==> config.mk <==
export PLATFORM = sky130hd
export DESIGN_NAME = sertx_queue
export DESIGN_NICKNAME = d
export VERILOG_FILES = /design/src/rtl/sertx_pkg.sv /design/src/rtl/sertx_sync.sv /design/src/rtl/sertx_store.sv /design/src/rtl/sertx_status.sv /design/src/rtl/sertx_queue.sv
export SDC_FILE = /design/constraint.sdc
export NUM_CORES = 1
export LEC_CHECK = 0
export BUFFER_PORTS_ARGS = -buffer_cell sky130_fd_sc_hd__buf_2
export CAP_MARGIN = 5
export CORE_UTILIZATION = 25
export CTS_CLUSTER_SIZE = 25
export DETAILED_ROUTE_END_ITERATION = 10
export PLACE_DENSITY = 0.48
export SKIP_CTS_REPAIR_TIMING = 1
export SLEW_MARGIN = 10
export SYNTH_ARGS = -nofsm -noshare
export SYNTH_HDL_FRONTEND = slang
export SYNTH_HIERARCHICAL = 1
export SYNTH_SLANG_ARGS = --single-unit
==> constraint.sdc <==
create_clock -name clk -period 3.6 [get_ports clk]
set_clock_uncertainty 0.1 [all_clocks]
set_input_delay 0.18 -clock clk [delete_from_list [all_inputs] [get_ports clk]]
set_output_delay 0.18 -clock clk [all_outputs]
set_load 0.02 [all_outputs]
==> src/rtl/sertx_pkg.sv <==
package sertx_pkg;

  // Threshold (in stored bytes) selected by the 2-bit code, scaled to depth.
  function automatic int unsigned trig_level(input logic [1:0] code,
                                             input int unsigned depth);
    case (code)
      2'b00:   return depth / 2;
      2'b01:   return depth / 4;
      2'b10:   return depth / 8;
      default: return 0;
    endcase
  endfunction

endpackage

==> src/rtl/sertx_sync.sv <==
module sertx_sync #(
  parameter int STAGES    = 2,
  parameter bit RESET_VAL = 1'b1
) (
  input  logic clk,
  input  logic rst,
  input  logic d_in,
  output logic d_out
);
  logic [STAGES-1:0] chain_q;

  generate
    if (STAGES == 1) begin : g_one
      always_ff @(posedge clk) begin
        if (rst) chain_q <= RESET_VAL;
        else     chain_q <= d_in;
      end
    end else begin : g_many
      always_ff @(posedge clk) begin
        if (rst) chain_q <= {STAGES{RESET_VAL}};
        else     chain_q <= {chain_q[STAGES-2:0], d_in};
      end
    end
  endgenerate

  assign d_out = chain_q[STAGES-1];
endmodule

==> src/rtl/sertx_store.sv <==
module sertx_store #(
  parameter int DATA_W = 8,
  parameter int DEPTH  = 16,
  localparam int PTR_W = $clog2(DEPTH),
  localparam int CNT_W = $clog2(DEPTH + 1)
) (
  input  logic              clk,
  input  logic              rst,
  input  logic              flush,
  input  logic              push,
  input  logic              pop,
  input  logic [DATA_W-1:0] wdata,
  output logic [DATA_W-1:0] rdata,
  output logic [CNT_W-1:0]  count,
  output logic [CNT_W-1:0]  count_nx
);
  logic [DATA_W-1:0] mem [DEPTH];
  logic [PTR_W-1:0]  wr_ptr_q, rd_ptr_q;
  logic [CNT_W-1:0]  count_q;

  // Storage array without reset so it maps onto RAM resources.
  always_ff @(posedge clk) begin
    if (push) mem[wr_ptr_q] <= wdata;
  end

  always_comb begin
    count_nx = count_q;
    if (flush)
      count_nx = '0;
    else if (push && !pop)
      count_nx = count_q + 1'b1;
    else if (pop && !push)
      count_nx = count_q - 1'b1;
  end

  always_ff @(posedge clk) begin
    if (rst || flush) begin
      wr_ptr_q <= '0;
      rd_ptr_q <= '0;
    end else begin
      if (push) wr_ptr_q <= wr_ptr_q + 1'b1;
      if (pop)  rd_ptr_q <= rd_ptr_q + 1'b1;
    end
  end

  always_ff @(posedge clk) begin
    if (rst) count_q <= '0;
    else     count_q <= count_nx;
  end

  assign rdata = mem[rd_ptr_q];
  assign count = count_q;

  // level never exceeds the capacity
  assert_level_bound_R1: assert property (@(posedge clk) disable iff (rst)
    count_q <= CNT_W'(DEPTH));

  // the control logic never pushes into a full store without a pop
  assert_no_overflow_R2: assert property (@(posedge clk) disable iff (rst)
    (count_q == CNT_W'(DEPTH) && !pop) |-> !push);

  // no pop from an empty store
  assert_no_underflow_R1: assert property (@(posedge clk) disable iff (rst)
    (count_q == '0) |-> !pop);

  // a sampled flush leaves the store empty
  assert_flush_empties_R4: assert property (@(posedge clk) disable iff (rst)
    flush |=> (count_q == '0));
endmodule

==> src/rtl/sertx_status.sv <==
module sertx_status #(
  parameter int DEPTH  = 16,
  localparam int CNT_W = $clog2(DEPTH + 1)
) (
  input  logic             clk,
  input  logic             rst,
  input  logic [CNT_W-1:0] count_nx,
  input  logic [1:0]       trig_sel,
  input  logic             drop,
  input  logic             clr,
  output logic             flag,
  output logic             ovf
);
  logic [CNT_W-1:0] thr;
  logic             flag_q, ovf_q;

  assign thr = CNT_W'(sertx_pkg::trig_level(trig_sel, DEPTH));

  always_ff @(posedge clk) begin
    if (rst) flag_q <= 1'b1;
    else     flag_q <= (count_nx <= thr);
  end

  always_ff @(posedge clk) begin
    if (rst)       ovf_q <= 1'b0;
    else if (drop) ovf_q <= 1'b1;
    else if (clr)  ovf_q <= 1'b0;
  end

  assign flag = flag_q;
  assign ovf  = ovf_q;

  // overflow only rises after a discarded write
  assert_ovf_cause_R2: assert property (@(posedge clk) disable iff (rst)
    $rose(ovf_q) |-> $past(drop));

  // overflow is sticky until cleared
  assert_ovf_sticky_R2: assert property (@(posedge clk) disable iff (rst)
    (ovf_q && !clr) |=> ovf_q);
endmodule

==> src/rtl/sertx_queue.sv <==
module sertx_queue #(
  parameter int DATA_W      = 8,
  parameter int DEPTH       = 16,
  parameter int SYNC_STAGES = 2,
  localparam int CNT_W      = $clog2(DEPTH + 1)
) (
  input  logic              clk,
  input  logic              rst,
  input  logic              wr_en,
  input  logic [DATA_W-1:0] wr_data,
  input  logic [1:0]        trig_sel,
  input  logic              flow_en,
  input  logic              flush,
  input  logic              overflow_clr,
  input  logic              cts_n,
  input  logic              pop_ready,
  output logic              pop_valid,
  output logic [DATA_W-1:0] pop_data,
  output logic              space_flag,
  output logic              rts_n,
  output logic [CNT_W-1:0]  level,
  output logic              overflow
);
  logic             cts_s;
  logic             cts_ok;
  logic             do_pop, accept, drop;
  logic [CNT_W-1:0] count, count_nx;
  logic             rts_q;

  sertx_sync #(.STAGES(SYNC_STAGES), .RESET_VAL(1'b1)) i_cts_sync (
    .clk   (clk),
    .rst   (rst),
    .d_in  (cts_n),
    .d_out (cts_s)
  );

  // With handshake off the pin is treated as permanently asserted.
  assign cts_ok    = !flow_en || !cts_s;
  assign pop_valid = (count != '0) && !flush && cts_ok;
  assign do_pop    = pop_valid && pop_ready;
  assign accept    = wr_en && !flush && ((count != CNT_W'(DEPTH)) || do_pop);
  assign drop      = wr_en && !flush && !accept;

  sertx_store #(.DATA_W(DATA_W), .DEPTH(DEPTH)) i_store (
    .clk      (clk),
    .rst      (rst),
    .flush    (flush),
    .push     (accept),
    .pop      (do_pop),
    .wdata    (wr_data),
    .rdata    (pop_data),
    .count    (count),
    .count_nx (count_nx)
  );

  sertx_status #(.DEPTH(DEPTH)) i_status (
    .clk      (clk),
    .rst      (rst),
    .count_nx (count_nx),
    .trig_sel (trig_sel),
    .drop     (drop),
    .clr      (overflow_clr),
    .flag     (space_flag),
    .ovf      (overflow)
  );

  always_ff @(posedge clk) begin
    if (rst) rts_q <= 1'b0;
    else     rts_q <= flow_en && flush;
  end

  assign rts_n = rts_q;
  assign level = count;

  // with a steady code, the flag matches the level against the threshold
  assert_flag_level_R3: assert property (@(posedge clk) disable iff (rst)
    $stable(trig_sel) |-> (space_flag ==
      (count <= CNT_W'(sertx_pkg::trig_level(trig_sel, DEPTH)))));

  // handshake disabled holds request-to-send low
  assert_rts_idle_R6: assert property (@(posedge clk) disable iff (rst)
    !flow_en |=> !rts_n);

  // handshake disabled never blocks a non-empty queue
  assert_no_stall_R6: assert property (@(posedge clk) disable iff (rst)
    (!flow_en && !flush && count != '0) |-> pop_valid);

  // a stalled queue keeps its contents
  assert_stall_hold_R7: assert property (@(posedge clk) disable iff (rst)
    (flow_en && cts_s && !flush && !wr_en) |=> $stable(count));
endmodule

---- Word level (Yosys, flattened, before mapping) ----
Memory sizes are Yosys's and may differ from the RTL's. A register that Yosys moved wholly into a read port is not among the register bits.
Cells that the tools add are included.
storage, ports and cells
  flip-flop bits (word level) ............. 18
  bits in writable memories ............... 128
  bits of input ports ..................... 18
  output and inout port bits .............. 17
  logic and storage cells ................. 46
  memories kept ........................... 1
memories
  memory       depth  width  read ports  clocked after Yosys merged registers in  write ports  RTL line           text
  i_store.mem  16     8      1           1                                        1            sertx_store.sv:17  logic [DATA_W-1:0] mem [DEPTH];
cells by class
  $add $sub $neg .......................... 4
  $lt $le $gt $ge ......................... 1
  equal/unequal tests ..................... 3
  mux-type cells .......................... 10
  reduce and logical (&&, ||, !) cells .... 20
operators by type and width
  cell                   number
  $mux W5                3
  $pmux W4 S3            1
  $logic_and A1 B1 Y1    9
  $add A4 B1 Y4 const B  2
  $mux W4                2
  $add A5 B1 Y5 const B  1
  $le A5 B4 Y1           1
  $logic_not A1 Y1       5
  $ne A5 B5 Y1 const B   1
  $reduce_bool A5 Y1     1
  $sub A5 B1 Y5 const B  1
  $mux W1                4
  $logic_or A1 B1 Y1     3
  $eq A2 B1 Y1 const B   1
  $eq A2 B2 Y1 const B   1
  $logic_not A2 Y1       1
  $reduce_bool A2 Y1     1

---- Depth between registers and ports, before layout ----
Gate-level depths: netlist (run 1).
  depth after elaboration ................. 12
  mapped depth ............................ 12

---- Hierarchy ----
Netlist (run 1), hierarchy kept.
modules (own cells, without submodules)
  module        instances  cells each  area an instance (sq um)  sequential area each (sq um)
  sertx_store   1          302         5796.8                    4184.0
  sertx_status  1          18          146.4                     40.0
  sertx_queue   1          13          117.6                     20.0
  sertx_sync    1          4           52.6                      40.0

---- Worst setup path after synthesis (run 1) ----
Ideal clock, no wire load.
  path type ............................... reg2reg
  start point ............................. register i_store.count_q[3], in the netlist i_store/count[3]
  end point ............................... register i_status.flag_q, in the netlist i_status/flag
  setup time .............................. 0.122 ns
  arrival time ............................ 2.608 ns
  required time ........................... 3.378 ns
  slack ................................... 0.770 ns
  stages on the path, launching flop included .. 12
  path buffers ............................ 1
  period minus slack after synthesis ...... 2.830 ns
  cell sequence ........................... dfxtp_1 -> or4_4 -> o211a_1 -> buf_2 -> nand3b_1 -> o21ai_0 -> xor2_1 -> nor2b_1 -> ha_1 -> nor2b_1 -> o21ai_1 -> a221o_1
between the ends
  longest elaborated chain between the ends .. 12
  elaborated cells on any way between the ends .. 17
  classes of those cells .................. add/sub: 2; order compare: 1; eq/ne: 1; mux: 3; reduce/logical: 10
ends and longest elaborated chain
  item                                RTL line            text
  start, declared                     sertx_store.sv:19   logic [CNT_W-1:0] count_q;
  start signal, assigned              sertx_store.sv:48   else count_q <= count_nx;
  $reduce_bool A5 Y1 *                sertx_queue.sv:39   assign pop_valid = (count != '0) && !flush && cts_ok;
  $logic_and A1 B1 Y1 * (2 in a row)  sertx_queue.sv:39
  $logic_and A1 B1 Y1 *               sertx_queue.sv:40   assign do_pop = pop_valid && pop_ready;
  named net do_pop                    sertx_queue.sv:26   logic do_pop, accept, drop;
  $logic_or A1 B1 Y1                  sertx_queue.sv:41   assign accept = wr_en && !flush && ((count != CNT_W'(DEPTH)) || do_pop);
  $logic_and A1 B1 Y1                 sertx_queue.sv:41
  $logic_not A1 Y1                    sertx_store.sv:32   else if (pop && !push)
  $logic_and A1 B1 Y1                 sertx_store.sv:32
  $mux W5                             sertx_store.sv:32
  $mux W5 *                           sertx_store.sv:30   else if (push && !pop)
  $mux W5 *                           sertx_store.sv:28   if (flush)
  named net count_nx[2]               sertx_queue.sv:27   logic [CNT_W-1:0] count, count_nx;
  $le A5 B4 Y1 *                      sertx_status.sv:21  else flag_q <= (count_nx <= thr);
  end signal, assigned                sertx_status.sv:21
  end, declared                       sertx_status.sv:15  logic flag_q, ovf_q;
Mark *: on every way through the listed nets, which the timed path passes. The rest lies on a longest branch.
A chain may end at the register's enable or synchronous reset.

---- Worst setup path in the final report (run 1) ----
  start point ............................. input flush
  end point ............................... register i_status.flag_q, in the netlist i_status/flag
between the ends
  longest elaborated chain between the ends .. 12
  elaborated cells on any way between the ends .. 15
  classes of those cells .................. order compare: 1; mux: 3; reduce/logical: 11
ends and longest elaborated chain
  item                              RTL line                              text
  start, declared                   sertx_queue.sv:13                     input logic flush,
  $logic_not A1 Y1 *                sertx_queue.sv:39, sertx_queue.sv:41
  $logic_and A1 B1 Y1 (2 in a row)  sertx_queue.sv:39
  $logic_and A1 B1 Y1               sertx_queue.sv:40
  $logic_or A1 B1 Y1                sertx_queue.sv:41
  $logic_and A1 B1 Y1 *             sertx_queue.sv:41
  named net accept                  sertx_queue.sv:26
  $logic_not A1 Y1                  sertx_store.sv:32
  $logic_and A1 B1 Y1               sertx_store.sv:32
  $mux W5                           sertx_store.sv:32
  $mux W5 *                         sertx_store.sv:30
  $mux W5 *                         sertx_store.sv:28
  named net count_nx[1]             sertx_queue.sv:27
  $le A5 B4 Y1 *                    sertx_status.sv:21
Marked as above.

==> results of run 1 <==
[cell type report]
cell class              count  share of cell area
clock buffers              18              0.0591
repair buffers             44              0.0379
multi-input cells         166               0.234
clock inverters            14              0.0200
flip-flops and latches    150               0.590
well taps                 319              0.0550
inverters                   7             0.00362
[cell usage after synthesis, types with 2 or more instances]
cell type / number / area (sq um)
dfxtp_1: 22 / 440
xnor2_1: 3 / 26.3
mux4_1: 14 / 368
buf_2: 6 / 30.0
a22oi_1: 16 / 120
ha_1: 10 / 125
edfxtp_1: 128 / 3840
a211oi_1: 2 / 15.0
or2_2: 2 / 12.5
and3b_1: 2 / 17.5
buf_6: 3 / 33.8
inv_1: 7 / 26.3
mux4_2: 18 / 405
nor3_1: 3 / 15.0
xor2_1: 7 / 61.3
nor2b_1: 8 / 50.1
clkdlybuf4s25_2: 3 / 30.0
nand2b_1: 2 / 12.5
or2_1: 2 / 12.5
nor3b_1: 3 / 22.5
nand4_1: 2 / 12.5
and2_1: 18 / 113
nor2_1: 19 / 71.3
a21oi_1: 2 / 10.0
mux2i_1: 2 / 20.0
nand2_1: 14 / 52.6
[worst max-delay path, cell delays in order]
cell,delay [ps]
dlygate4sd3_1,530
buf_2,180
nand2b_1,210
a31oi_1,620
mux2_2,410
a211oi_1,340
inv_1,90
ha_1,200
nor2b_1,100
o21ai_1,70
a221o_1,340
[metal layers]
layer,vias to the layer above,wire length (um),global-route usage
met4,0,76,0.0330
met5,-,0,0
met3,7,482,0.0291
met2,73,6380,0.181
met1,1629,5880,0.141
li1,1441,-,-
[flip-flops by register name, summed over array words and instances (netlist names), named ones only]
register            count
i_cts_sync/chain_q      2
i_store/mem           128
rts_n                   1
i_status/ovf            1
i_store/wr_ptr_q        4
i_store/count           5
i_status/flag           1
i_store/rd_ptr_q        4
[worst paths after layout]
| path | to | slack [ps] |
|---|---|---|
| worst max-delay path | i_status/flag$_SDFF_PP1_ | 520 |
| worst min-delay path | i_store/mem[13][2]$_DFFE_PP_ | 50 |
| worst max register to register | i_status/flag$_SDFF_PP1_ | 570 |
| worst min register to register | i_cts_sync/chain_q[1]$_SDFF_PP1_ | 310 |
[power groups by stage]
stage / logic [mW] / clock network (mW) / registers (mW)
3_3_place_gp: 0.0977 / 0 / 1.93
4_1_cts: 0.102 / 1.75 / 1.90
5_1_grt: 0.117 / 1.82 / 1.90
6_report: 0.106 / 1.71 / 1.90
2_1_floorplan: 0.0474 / 0 / 1.94
3_5_place_dp: 0.101 / 0 / 1.93
[kinds of logic (layout without fill, tap and decap cells)]
family                   Yosys count  in the layout
AO/OA/AOI/OAI                     29             29
XOR/XNOR                          10             10
adder cells (fa/ha/maj)           10             10
flip-flops                       150            150
AND/OR/NAND/NOR                   82             82
buffers and inverters             21             83
multiplexers                      35             35
==> flow_metrics.env, run 1 <==
export IMPL_area_growth_syn_to_layout_pct=18.7
export IMPL_dpl_cell_area_sq_mm=0.00661
export IMPL_synth_fa_ha_area_frac=0.0205
export IMPL_setup_viol_count_final=0
export IMPL_firstDrtPassIters=4
export IMPL_synth_xor_area_frac=0.0143
export IMPL_place_inst=679
export IMPL_grtUsageTotal=0.110
export IMPL_hold_path_depth=1
export IMPL_final_layout_size_suffix_gt1_frac=0.233
export IMPL_seqPwrFrac=0.511
export IMPL_syn_area_sq_mm=0.00611
export IMPL_multiInputGateArea_sq_mm=0.00170
export IMPL_critPathLaunch="flush"
export IMPL_drc_errors=0
export IMPL_cts_sinks=150
export IMPL_whs_ps=53.9
export IMPL_nets=414
export IMPL_ys_types=45
export IMPL_die_area_sq_mm=0.0251
export IMPL_io_buffers=34
export IMPL_grt_max_degree=33
export IMPL_grt_antenna_before_repair=0
export IMPL_peakVddDrop_v=0.000262
export IMPL_fmax_mhz=324
export IMPL_total_power_mw=3.71
export IMPL_finalCoreUtilization=0.306
export IMPL_syn_avg_cell_area_sq_um=18.1
export IMPL_grt_setup_unrepaired="no"
export IMPL_diodes=0
export IMPL_p_sw_uw=804
export IMPL_tns_ps=0
export IMPL_gp_congestion=0.729
export IMPL_tightest_slew_ps=803
export IMPL_core_sq_mm=0.0238
export IMPL_io_pins=35
export IMPL_syn_inst=337
export IMPL_setup_worst_path_start_class="primary input"
export IMPL_max_cap_violations=0
export IMPL_die_width_um=158
export IMPL_r2r_start="i_store/count[0]$_SDFF_PP0_"
export IMPL_crit_required_ps=3800
export IMPL_ys_ff_latch=150
export IMPL_cellPowerDensity_mw_per_mm2=511
export IMPL_synth_compound_area_frac=0.0354
export IMPL_critical_path_class="primary input to flip-flop"
export IMPL_regArea_sq_mm=0.00429
export IMPL_yosysSeqAreaShare=0.701
export IMPL_status="completed"
export IMPL_leakage_nw=2.41
export IMPL_final_cell_count_no_fill=718
export IMPL_vias=3150
export IMPL_final_cell_mix="128 x edfxtp_1, 34 x buf_2, 21 x dfxtp_1, 19 x nor2_1"
export IMPL_clk_latency_ps=410
export IMPL_end_kind="flip-flop"
export IMPL_initial_core_util=0.257
export IMPL_critical_path_arrival_ps=3280
export IMPL_row_count=56
export IMPL_stdcell_area_sq_mm=0.00726
export IMPL_layout_commonest_cell="edfxtp_1"
export IMPL_synth_top_family_by_area="multiplexers"
export IMPL_avgViaCountPerCell=4.39
export IMPL_yosys_warnings=6
export IMPL_hold_path_startpoint="wr_data[2]"
export IMPL_avgRoutedWirePerCell_um=17.9
export IMPL_numCtsBuffers=17
export IMPL_fin_crit_sh=0.856
export IMPL_hold_viol_final=0
export IMPL_slew_viol_final=0
export IMPL_fin_ws_ps=517
export IMPL_ant_nets=0
export IMPL_fillCellCount=2334
export IMPL_async_flop_share=0
export IMPL_totalWireLength_um=12800
export IMPL_hpwl_um=8160
export IMPL_hold_class="primary input to flip-flop"
export IMPL_grt_pass1_vias=3267
export IMPL_synthFlopType="edfxtp_1"
export IMPL_grt_pass1_wl_um=19600
export IMPL_muxShareOfSynthArea=0.132
export IMPL_clk_pin_slew_ps=60
export IMPL_place_ws_ps=560
export IMPL_crit_fanout=10
export IMPL_cts_path_max_buffers=2
export IMPL_swShare=0.217
export IMPL_combPwrFrac=0.029
export IMPL_fin_crit_ps=3080
export IMPL_h_tree_depth=4
export IMPL_yosys_area_share_simple=0.0759
export IMPL_synth_edff_count=128
export IMPL_syn_num_nets=365
export IMPL_cts_root_buf="clkbuf_16"
export IMPL_slew_headroom=0.462
export IMPL_fp_dieH_um=158
export IMPL_p_int_mw=2.90
export IMPL_clkPwrFrac=0.460
export IMPL_cts_tree="yes"
export IMPL_first_iter_violations=245
export IMPL_ff2ff_path_depth=9
export IMPL_grt_ovfl_total=0
(Power assumes the default switching activity.)
==> run 2: changes to the inputs <==
--- a/config.mk
+++ b/config.mk
@@ -7,6 +7,7 @@
 export LEC_CHECK = 0
 export BUFFER_PORTS_ARGS = -buffer_cell sky130_fd_sc_hd__buf_2
 export CAP_MARGIN = 5
+export CORE_MARGIN = 5
 export CORE_UTILIZATION = 25
 export CTS_CLUSTER_SIZE = 25
 export DETAILED_ROUTE_END_ITERATION = 10
==> run 2 against run 1 <==
  * Count of clock-buffer cells in the layout unchanged
  * Critical endpoint is now i_store/mem[0][0]$_DFFE_PP_
  * Sequential power is essentially flat
  * Final cell count is 0.70% higher
  * Largest cell class unchanged
  * Critical path depth shrank 4
  * Design area is 0.17% lower
  * First-iteration DRC count is 2.0% lower
  * Largest power group unchanged
  * Critical path type unchanged
==> flow_metrics.env, run 2 (synthesized netlist as in run 1, its figures left out) <==
export IMPL_largest_register="i_store/mem"
export IMPL_slew_headroom=0.504
export IMPL_fin_crit_sh=0.851
export IMPL_ant_nets=0
export IMPL_grt_pass1_wl_um=20000
export IMPL_cts_root_buf="clkbuf_16"
export IMPL_critical_path_arrival_ps=3010
export IMPL_initial_core_util=0.253
export IMPL_fillCellCount=2385
export IMPL_h_tree_depth=4
export IMPL_hold_class="primary input to flip-flop"
export IMPL_avgRoutedWirePerCell_um=17.7
export IMPL_tightest_slew_ps=741
export IMPL_fmax_mhz=326
export IMPL_crit_required_ps=3550
export IMPL_clk_pin_slew_ps=70
export IMPL_grt_max_degree=33
export IMPL_crit_fanout=10
export IMPL_diodes=0
export IMPL_core_sq_mm=0.0242
export IMPL_hpwl_um=8110
export IMPL_leakage_nw=2.41
export IMPL_max_cap_violations=0
export IMPL_fp_dieH_um=166
export IMPL_area_growth_syn_to_layout_pct=18.5
export IMPL_critical_path_class="primary input to flip-flop"
export IMPL_final_layout_size_suffix_gt1_frac=0.233
export IMPL_io_pins=35
export IMPL_end_kind="flip-flop"
export IMPL_cts_path_max_buffers=2
export IMPL_die_width_um=166
export IMPL_status="completed"
export IMPL_fin_crit_ps=3060
export IMPL_largest_register_ffs=128
export IMPL_numCtsBuffers=17
export IMPL_die_area_sq_mm=0.0277
export IMPL_layout_commonest_cell="edfxtp_1"
export IMPL_cts_tree="yes"
export IMPL_grt_pass1_vias=3292
export IMPL_grt_setup_unrepaired="no"
export IMPL_row_count=57
export IMPL_final_cell_mix="128 x edfxtp_1, 34 x buf_2, 21 x dfxtp_1, 19 x nor2_1"
export IMPL_tns_ps=0
export IMPL_grtUsageTotal=0.0958
export IMPL_nets=414
export IMPL_gp_congestion=0.733
export IMPL_slew_viol_final=0
export IMPL_firstDrtPassIters=4
export IMPL_reg_top3="i_store/mem: 128 flops, i_store/count: 5 flops"
export IMPL_setup_viol_count_final=0
export IMPL_grt_ovfl_total=0
export IMPL_total_power_mw=3.72
export IMPL_grt_antenna_before_repair=0
export IMPL_io_buffers=34
export IMPL_setup_worst_path_start_class="primary input"
export IMPL_vias=3126
export IMPL_peakVddDrop_v=0.000205
export IMPL_hold_viol_final=0
export IMPL_cellPowerDensity_mw_per_mm2=513
export IMPL_avgViaCountPerCell=4.32
export IMPL_drc_errors=0
export IMPL_clk_latency_ps=410
export IMPL_totalWireLength_um=12800
export IMPL_first_iter_violations=240
export IMPL_cts_sinks=150
run 2: changes by cell type in the layout (fill, tap and decap cells not counted):
cell / previous run / this run
inv_8: 2 / 3
inv_6: 4 / 6
buf_4: 2 / 3
clkinv_4: 1 / 0
clkinv_2: 2 / 3
clkinvlp_4: 3 / 1
clkinv_8: 1 / 0
buf_12: 1 / 0
run 2: final timing paths:
check | from | endpoint | slack, ps | cells after the start
setup / recovery | flush | i_store/mem[0][0]$_DFFE_PP_ | 540 | 7
hold / removal | wr_data[1] | i_store/mem[2][1]$_DFFE_PP_ | 60 | 1
setup reg to reg | i_store/count[1]$_SDFF_PP0_ | i_store/mem[0][0]$_DFFE_PP_ | 590 | 5
hold reg to reg | i_cts_sync/chain_q[0]$_SDFF_PP1_ | i_cts_sync/chain_q[1]$_SDFF_PP1_ | 310 | 1
run 2: routing by layer:
layer / global-route usage / part of all wire / up-vias
met4: 0.0277 / 0.0052 / 0
met2: 0.149 / 0.48 / 83
li1: - / - / 1443
met1: 0.129 / 0.47 / 1594
met3: 0.0302 / 0.048 / 6
met5: 0 / 0 / -
run 2: final cells by class:
cell class              count  area (sq um)  area share
flip-flops and latches    150          4290       0.591
multi-input cells         166          1700       0.234
clock buffers              18           429      0.0592
well taps                 324           405      0.0559
repair buffers             44           263      0.0363
clock inverters            14           139      0.0192
inverters                   7          26.3     0.00363
run 2: worst max-delay path, cell delays in order:
cell and delay [ps]:
dlygate4sd3_1 530, buf_2 190, nand2b_1 210, a31oi_1 580
buf_4 290, nor3b_1 500, and2_1 520
run 2: through the flow:
step / setup slack (ps) / area (sq um) / util / std cells / hold WS [ps]
after floorplan: 770 / 6110 / - / 337 / 152
after global placement: 726 / 6610 / 0.273 / 684 / 263
after detailed placement: 645 / 6610 / 0.273 / 684 / 273
after CTS: 624 / 7180 / 0.297 / 716 / -172
after global routing: 268 / 7250 / 0.300 / 723 / 48.4
final: 537 / 7250 / 0.300 / 723 / 62.9
run 2: power by group:
group / internal (mW) / total (mW) / leakage, nW / switching [mW]
Combinational: 0.0398 / 0.108 / 0.800 / 0.0681
Sequential: 1.89 / 1.90 / 1.33 / 0.00423
Clock: 0.974 / 1.71 / 0.282 / 0.738
